## config.mk

```make
export PLATFORM = sky130hd
export DESIGN_NAME = nvs_seq
export DESIGN_NICKNAME = d
export VERILOG_FILES = /design/src/rtl/nvs_pkg.sv /design/src/rtl/nvs_prio_regs.sv /design/src/rtl/nvs_arbiter.sv /design/src/rtl/nvs_level_stack.sv /design/src/rtl/nvs_seq.sv
export SDC_FILE = /design/constraint.sdc
export NUM_CORES = 1
export LEC_CHECK = 0
export ABC_AREA = 0
export ABC_CLOCK_PERIOD_IN_PS = 20900
export BUFFER_PORTS_ARGS = -buffer_cell sky130_fd_sc_hd__buf_2
export CAP_MARGIN = 20
export CORE_MARGIN = 5
export CORE_UTILIZATION = 53
export DETAILED_ROUTE_END_ITERATION = 16
export PLACE_DENSITY = 0.69
export SLEW_MARGIN = 20
export SYNTH_ARGS = -nofsm -noshare
export SYNTH_HDL_FRONTEND = slang
export SYNTH_SLANG_ARGS = --single-unit
```

## constraint.sdc

```tcl
create_clock -name clk -period 20.9 [get_ports clk]
set_input_delay 1.045 -clock clk [delete_from_list [all_inputs] [get_ports clk]]
set_output_delay 1.045 -clock clk [all_outputs]
set_load 0.05 [all_outputs]
```

## src/rtl/nvs_pkg.sv

```systemverilog
// Shared types for the interrupt sequencer.
package nvs_pkg;
    // Sequencer phase: running code, saving context, restoring context.
    typedef enum logic [1:0] {
        ST_RUN     = 2'd0,
        ST_STACK   = 2'd1,
        ST_UNSTACK = 2'd2
    } seq_state_t;
endpackage

```

## src/rtl/nvs_prio_regs.sv

```systemverilog
// Per-source urgency levels. Source 0 is reset (level 0), source 1 is NMI
// (level 1), source 2+i is interrupt line i at (programmed priority + 2).
// Assumes LW = PRIO_W + 1, so every level stays below the all-ones value.
module nvs_prio_regs #(
    parameter int N_IRQ  = 8,
    parameter int PRIO_W = 3,
    localparam int LW    = PRIO_W + 1,
    localparam int NSRC  = N_IRQ + 2,
    localparam int PSW   = (N_IRQ > 1) ? $clog2(N_IRQ) : 1
) (
    input  logic                      clk,
    input  logic                      rst_n,
    input  logic                      we,
    input  logic [PSW-1:0]            sel,
    input  logic [PRIO_W-1:0]         wdata,
    output logic [NSRC-1:0][LW-1:0]   levels
);
    assign levels[0] = LW'(0);
    assign levels[1] = LW'(1);

    for (genvar i = 0; i < N_IRQ; i++) begin : g_line
        logic [PRIO_W-1:0] prio_q;
        // Holds the programmed priority of line i.
        always_ff @(posedge clk) begin
            if (!rst_n)
                prio_q <= '0;
            else if (we && (int'(sel) == i))
                prio_q <= wdata;
        end
        assign levels[i+2] = LW'(prio_q) + LW'(2);
    end
endmodule

```

## src/rtl/nvs_arbiter.sv

```systemverilog
// Picks the most urgent pending source; on equal levels the lower source
// number wins. Purely combinational.
module nvs_arbiter #(
    parameter int NSRC = 10,
    parameter int LW   = 4,
    localparam int SW  = $clog2(NSRC)
) (
    input  logic [NSRC-1:0]           pend,
    input  logic [NSRC-1:0][LW-1:0]   levels,
    output logic                      best_valid,
    output logic [SW-1:0]             best_src,
    output logic [LW-1:0]             best_lvl
);
    // Scan upward, replacing only on strictly more urgent, so ties keep the lower index.
    always_comb begin
        best_valid = 1'b0;
        best_src   = '0;
        best_lvl   = '1;
        for (int i = 0; i < NSRC; i++) begin
            if (pend[i] && (!best_valid || levels[i] < best_lvl)) begin
                best_valid = 1'b1;
                best_src   = SW'(i);
                best_lvl   = levels[i];
            end
        end
    end
endmodule

```

## src/rtl/nvs_level_stack.sv

```systemverilog
// Nesting stack of active handlers (vector and level). Supports push, pop
// and replace-top. Reports the top level and the level beneath it, using
// all ones for "no handler". Assumes callers never overflow or underflow.
module nvs_level_stack #(
    parameter int DEPTH = 10,
    parameter int VW    = 8,
    parameter int LW    = 4,
    localparam int DW   = $clog2(DEPTH + 1)
) (
    input  logic           clk,
    input  logic           rst_n,
    input  logic           push,
    input  logic           pop,
    input  logic           repl,
    input  logic [VW-1:0]  in_vec,
    input  logic [LW-1:0]  in_lvl,
    output logic [VW-1:0]  top_vec,
    output logic [LW-1:0]  top_lvl,
    output logic [LW-1:0]  below_lvl,
    output logic [DW-1:0]  depth
);
    logic [VW-1:0] vec_q [DEPTH];
    logic [LW-1:0] lvl_q [DEPTH];
    int unsigned   d;

    assign d = int'(depth);

    // Writes entries and moves the depth pointer.
    always_ff @(posedge clk) begin
        if (!rst_n) begin
            depth <= '0;
            for (int i = 0; i < DEPTH; i++) begin
                vec_q[i] <= '0;
                lvl_q[i] <= '1;
            end
        end else if (push && d < DEPTH) begin
            vec_q[d] <= in_vec;
            lvl_q[d] <= in_lvl;
            depth    <= depth + DW'(1);
        end else if (repl && d != 0) begin
            vec_q[d-1] <= in_vec;
            lvl_q[d-1] <= in_lvl;
        end else if (pop && d != 0) begin
            depth <= depth - DW'(1);
        end
    end

    // Reads the top and second entries.
    always_comb begin
        top_vec   = (d != 0) ? vec_q[d-1] : '0;
        top_lvl   = (d != 0) ? lvl_q[d-1] : '1;
        below_lvl = (d > 1)  ? lvl_q[d-2] : '1;
    end

    p_no_overflow_r4: assert property (@(posedge clk) disable iff (!rst_n)
        push |-> (d < DEPTH));
    p_no_underflow_r8: assert property (@(posedge clk) disable iff (!rst_n)
        (pop || repl) |-> (d != 0));
endmodule

```

## src/rtl/nvs_seq.sv

```systemverilog
// Interrupt sequencer top. Records request pulses as pending and arbitrates
// among them. Runs timed save and restore phases, with preemption,
// tail-chaining, late arrival and abandoned restore. Assumes handler_done
// is only meaningful while a handler runs (state RUN with depth > 0).
module nvs_seq #(
    parameter int N_IRQ       = 8,
    parameter int PRIO_W      = 3,
    parameter int STACK_CYC   = 8,
    parameter int UNSTACK_CYC = 8,
    parameter int VEC_W       = 8,
    localparam int LW   = PRIO_W + 1,
    localparam int NSRC = N_IRQ + 2,
    localparam int SW   = $clog2(NSRC),
    localparam int PSW  = (N_IRQ > 1) ? $clog2(N_IRQ) : 1,
    localparam int CMAX = (STACK_CYC > UNSTACK_CYC) ? STACK_CYC : UNSTACK_CYC,
    localparam int CW   = $clog2(CMAX + 1),
    localparam int DW   = $clog2(NSRC + 1)
) (
    input  logic               clk,
    input  logic               rst_n,
    input  logic               rst_req,
    input  logic               nmi_req,
    input  logic [N_IRQ-1:0]   irq_req,
    input  logic               prio_we,
    input  logic [PSW-1:0]     prio_sel,
    input  logic [PRIO_W-1:0]  prio_wdata,
    input  logic               handler_done,
    output logic               vec_valid,
    output logic [VEC_W-1:0]   vec_idx,
    output logic               stacking,
    output logic               unstacking,
    output logic               handler_start,
    output logic [LW-1:0]      cur_level
);
    import nvs_pkg::*;

    seq_state_t             st, st_n;
    logic [CW-1:0]          cnt, cnt_n;
    logic [SW-1:0]          sel, sel_n, new_src;
    logic [NSRC-1:0]        pend, clr;
    logic [NSRC-1:0][LW-1:0] levels;
    logic                   best_valid, start_n, push, pop, repl;
    logic [SW-1:0]          best_src;
    logic [LW-1:0]          best_lvl, top_lvl, below_lvl, sel_lvl;
    logic [VEC_W-1:0]       top_vec;
    logic [DW-1:0]          depth;

    nvs_prio_regs #(.N_IRQ(N_IRQ), .PRIO_W(PRIO_W)) u_prio (
        .clk(clk), .rst_n(rst_n), .we(prio_we), .sel(prio_sel),
        .wdata(prio_wdata), .levels(levels));

    nvs_arbiter #(.NSRC(NSRC), .LW(LW)) u_arb (
        .pend(pend), .levels(levels), .best_valid(best_valid),
        .best_src(best_src), .best_lvl(best_lvl));

    nvs_level_stack #(.DEPTH(NSRC), .VW(VEC_W), .LW(LW)) u_stk (
        .clk(clk), .rst_n(rst_n), .push(push), .pop(pop), .repl(repl),
        .in_vec(VEC_W'(new_src) + VEC_W'(1)), .in_lvl(levels[new_src]),
        .top_vec(top_vec), .top_lvl(top_lvl), .below_lvl(below_lvl),
        .depth(depth));

    assign sel_lvl = levels[sel];

    // Records request pulses and clears the flag of the source being started.
    always_ff @(posedge clk) begin
        if (!rst_n) pend <= '0;
        else        pend <= (pend & ~clr) | {irq_req, nmi_req, rst_req};
    end

    // Decides the next phase and the stack operation for this cycle.
    always_comb begin
        st_n    = st;
        cnt_n   = cnt;
        sel_n   = sel;
        start_n = 1'b0;
        push    = 1'b0;
        pop     = 1'b0;
        repl    = 1'b0;
        clr     = '0;
        new_src = best_src;
        unique case (st)
            ST_RUN: begin
                if (handler_done && depth != '0) begin
                    if (best_valid && best_lvl < below_lvl) begin
                        repl         = 1'b1;
                        start_n      = 1'b1;
                        clr[best_src] = 1'b1;
                    end else begin
                        pop   = 1'b1;
                        st_n  = ST_UNSTACK;
                        cnt_n = CW'(UNSTACK_CYC - 1);
                    end
                end else if (best_valid && best_lvl < top_lvl) begin
                    st_n  = ST_STACK;
                    sel_n = best_src;
                    cnt_n = CW'(STACK_CYC - 1);
                end
            end
            ST_STACK: begin
                new_src = (best_valid && best_lvl < sel_lvl) ? best_src : sel;
                sel_n   = new_src;
                if (cnt == '0) begin
                    push         = 1'b1;
                    start_n      = 1'b1;
                    clr[new_src] = 1'b1;
                    st_n         = ST_RUN;
                end else begin
                    cnt_n = cnt - CW'(1);
                end
            end
            ST_UNSTACK: begin
                if (best_valid && best_lvl < top_lvl) begin
                    push          = 1'b1;
                    start_n       = 1'b1;
                    clr[best_src] = 1'b1;
                    st_n          = ST_RUN;
                end else if (cnt == '0) begin
                    st_n = ST_RUN;
                end else begin
                    cnt_n = cnt - CW'(1);
                end
            end
            default: st_n = ST_RUN;
        endcase
    end

    // Holds the phase, the phase counter, the selected source and the start pulse.
    always_ff @(posedge clk) begin
        if (!rst_n) begin
            st            <= ST_RUN;
            cnt           <= '0;
            sel           <= '0;
            handler_start <= 1'b0;
        end else begin
            st            <= st_n;
            cnt           <= cnt_n;
            sel           <= sel_n;
            handler_start <= start_n;
        end
    end

    assign stacking   = (st == ST_STACK);
    assign unstacking = (st == ST_UNSTACK);
    assign vec_valid  = stacking || (st == ST_RUN && depth != '0);
    assign vec_idx    = stacking ? (VEC_W'(sel) + VEC_W'(1)) : top_vec;
    assign cur_level  = top_lvl;

    p_start_has_vector_r5: assert property (@(posedge clk) disable iff (!rst_n)
        handler_start |-> vec_valid);
    p_stack_then_start_r5: assert property (@(posedge clk) disable iff (!rst_n)
        $fell(stacking) |-> handler_start);
    p_preempt_urgent_r4: assert property (@(posedge clk) disable iff (!rst_n)
        $rose(stacking) |-> (sel_lvl < cur_level));
    p_late_only_upgrades_r10: assert property (@(posedge clk) disable iff (!rst_n)
        (stacking && $past(stacking) && !$past(prio_we)) |-> (sel_lvl <= $past(sel_lvl)));
    p_idle_done_ignored_r12: assert property (@(posedge clk) disable iff (!rst_n)
        (handler_done && !vec_valid && !stacking && !unstacking) |=> (cur_level == '1));
endmodule

```

==> results.md <==
* Status: finished clean
* Clk buf depth at 2
* Ys flop type: edfxtp_1
* Final setup vio count at 0
* Crit path largest cell delay at 0.89 ns
* Vias per cell at approximately 6.6
* Post-synthesis area per instance at approximately 11 um^2
* Worst setup margin at approximately 4.3 ns
* Final WL at between 30000 and 40000 um
* P_leak at roughly 4.7 nW
* Hold Crit Class: reg2reg
* Post-synthesis cell area at between 10000 and 15000 um^2
* Max Cap Violations at 0
* Proportion of layout cells with a drive suffix above 1 at roughly 15%
* Port Buffer Count at 32
* Clock Sinks at slightly below 200
* Clock power frac at 24.1%
* Clk Tree Root Cell: clkbuf_16
* DRC Markers at 0
* PnR Total Power at 0.00139 W
* Endpoints failing hold at 0
* Simple-gate portion of the synthesized area at 15.7%
* Unrepaired setup endpoints after global routing: no
* Post-synth EDFFs at roughly 140
* Core area at between 20000 and 25000 um^2
* Internal power at approximately 0.00080 W
* Critical Path RT at approximately 21 ns
* Startpoint Class: register
* Post-DP HPWL at 26100 um
* Dpl ws at between 4 and 5 ns
* Vias in the first global route at just under 10k
* Fin util at between 50% and 60%
* FF+latch area at 5310 um^2
* Largest family of logic cells by synthesized area: multiplexers
* Post-synthesis cell count at about 1.2k
* Delay-heaviest family, CP: compound AO/OA/AOI/OAI gates
* CTS buffer count at 17
* Number of synthesized register bits at 193
* Worst EP arrival at around 17 ns
* RR Startpoint: pend[1]
* P&R area growth vs syn at 7.95%
* Post-CTS Resized at 0
* Row count at 55
* Compound-Gate Fraction of Synth Area at around 15%
* Net Sw Power at 0.000587 W
* # diodes at 0
* # nets final at 1236
* Largest net degree at the start of global routing at 43
* Setup Skew at around 0.012 ns
* Drt first pass iters at 7
* Asr flop ratio synth at 0%
* Part of the power in combinational logic at a little over two fifths
* Min Tclk post-route at 16.58 ns
* Die width at between 150 and 200 um
* GRT Util Overall at 27.3%
* Critical Path Slowest Stage Cell: or4b_1
* Sw Ratio at approximately 42%
* DR iter-0 viols at between 900 and 1k
* Io pins at 36
* Post-Synth XOR/XNOR Area at less than 1%
* Adder-cell share of the synthesized area at between 4 and 5%
* Global route overflow at 0
* Starting density of the core at between 50% and 60%
* Die area at 26400 um^2
* Fill count at approximately 1.9k
* CTS clk-pin slew, worst paths at around 0.080 ns
* Worst setup EP type: register
* CTS tree: built
* Yosys warning total at 0
* Post-route ant nets at 0
* Worst hold start: cnt[0]
* Worst-margin pin slew at approximately 1.0 ns
* Yosys top cell area share at a little over a third
* Leading area contributor after synthesis: edfxtp_1
* Mux contribution to synthesized area at between 15 and 20%
* Crit path buf inv count at 7
* Footprint of the multi-input gates at between 6000 and 7000 um^2
* Vias at 9829
* Htree depth at 4
* Chip height at between 150 and 200 um
* Post-CTS Setup Bufs at 0
* CP max FO at 15
* Seq/Total Area, Yosys at 43.1%
* Placer congestion estimate at approximately 0.96
* Final period util at 79.3%
* Initial antenna violation count at 0
* Reg power frac at ~33%
* Post-synth cell types at 88
* Slew Limit Headroom at a little under a third
* P per Cell Area at 104 nW/um^2
* Synth area leaders: edfxtp_1, mux4_2, dfxtp_1, ha_1, nor2_1
* Clk Latency, worst-skew pair at ~0.44 ns
* Worst vdd ir at between 0.05 and 0.06 mV
* Hold buffer count at CTS at 0
* Crit path from: pend[1]
* Avg WL per Cell at roughly 24 um
* Setup TNS at 0 ns
* Final Slew Violations at 0
* Crit Path Class: reg2reg
* First-pass GRT wire length at between 50000 and 60000 um
* Peak Freq at 60.3 MHz
## sequential cells by signal, summed over array words and instances, names as in the netlist
| name | count |
|---|---|
| u_stk.depth | 4 |
| u_stk.lvl_q | 64 |
| sel | 4 |
| u_prio.g_line.prio_q | 24 |
| cnt | 4 |
| st | 2 |
| handler_start | 1 |
| pend | 10 |
| u_stk.vec_q | 80 |
## metal layers
metal	wire (um)	global-route usage, %	vias to the layer above	share of wire (%)
met1	13700	34.8	4745	39
li1	-	-	4455	-
met5	0	0	-	0
met4	2270	15.8	0	6.4
met3	2850	4.48	122	8.0
met2	16600	44.2	507	47
## cells in the final DEF, fill, tap and decap left out, drive strengths merged, types with 6 or more instances in the layout
cell | netlist | final
nor4 | 7 | 7
a21oi | 54 | 54
nor3 | 28 | 28
dfxtp | 49 | 49
o32ai | 6 | 6
nand2 | 100 | 100
o22ai | 10 | 10
a31oi | 9 | 9
nand3 | 74 | 74
nor2 | 151 | 151
o21ai | 46 | 46
ha | 46 | 46
inv | 49 | 57
edfxtp | 144 | 144
or2 | 7 | 7
clkbuf | 28 | 17
clkinv | 0 | 6
a211oi | 15 | 15
nor2b | 10 | 10
mux2 | 10 | 10
a21o | 11 | 11
o211a | 6 | 6
xnor2 | 6 | 6
a21boi | 8 | 8
buf | 36 | 43
o22a | 7 | 7
o211ai | 10 | 10
mux2i | 57 | 57
nand2b | 10 | 10
mux4 | 61 | 61
o21a | 15 | 15
nand4 | 6 | 6
o31ai | 6 | 6
## stage by stage
| step | hold WS (ns) | cell area (um^2) | cells |
|---|---|---|---|
| 5_1_grt | 0.498 | 13300 | 1496 |
| 2_1_floorplan | 0.445 | 12300 | 1172 |
| 6_report | 0.486 | 13300 | 1496 |
| 3_3_place_gp | 0.459 | 12700 | 1464 |
| 3_5_place_dp | 0.466 | 12700 | 1464 |
| 4_1_cts | 0.484 | 13300 | 1496 |
## final timing paths
kind                              to  slack, ns  depth (start not counted)
setup / recovery  u_stk.vec_q[15][4]       4.32                         66
hold / removal                cnt[0]       0.49                          1
setup reg to reg  u_stk.vec_q[15][4]       4.32                         66
hold reg to reg               cnt[0]       0.49                          1
## cell type report
class                   instances  area share [%]
inverters                      49            1.40
flip-flops and latches        193            39.9
clock buffers                  17            3.20
clock inverters                15            1.34
repair buffers                 43            1.83
well taps                     313            2.95
multi-input cells             866            49.3
## power groups by stage
stage                     Clock [W]  Combinational [W]  Sequential (W)
after floorplan                   0           0.000462        0.000445
after global placement            0           0.000586        0.000460
after detailed placement          0           0.000588        0.000461
after CTS                  0.000341           0.000593        0.000452
after global routing       0.000355           0.000652        0.000455
final                      0.000335           0.000600        0.000452
## cell usage after synthesis (4+ instances only)
cell type / count
nor2_1: 151
o32ai_1: 6
o31a_1: 5
nor3_1: 26
nand4_1: 6
ha_1: 46
nand2_1: 100
a21oi_1: 54
o211ai_1: 10
nor4_1: 5
edfxtp_1: 144
buf_1: 19
xnor2_1: 6
mux2i_1: 54
and4_1: 4
or2_2: 7
clkbuf_1: 28
and3_1: 4
o21a_1: 15
a21boi_0: 7
o21ai_0: 41
a22oi_1: 4
a211oi_1: 14
nand2b_1: 10
buf_4: 5
o22ai_1: 9
buf_2: 12
mux2_2: 9
o21ai_1: 5
o22a_1: 7
inv_1: 48
nor2b_1: 10
o211a_1: 6
nand3_1: 74
a21o_1: 11
mux4_2: 61
a31oi_1: 9
dfxtp_1: 49
a2111oi_0: 5
## cells by family after synthesis
kind of cell,after synthesis
compound gates,258
xor+xnor,9
fa+ha+maj,49
buf+inv,113
flops,193
mux,128
other cells,1
simple gates,419
(Power assumes the default switching activity.)
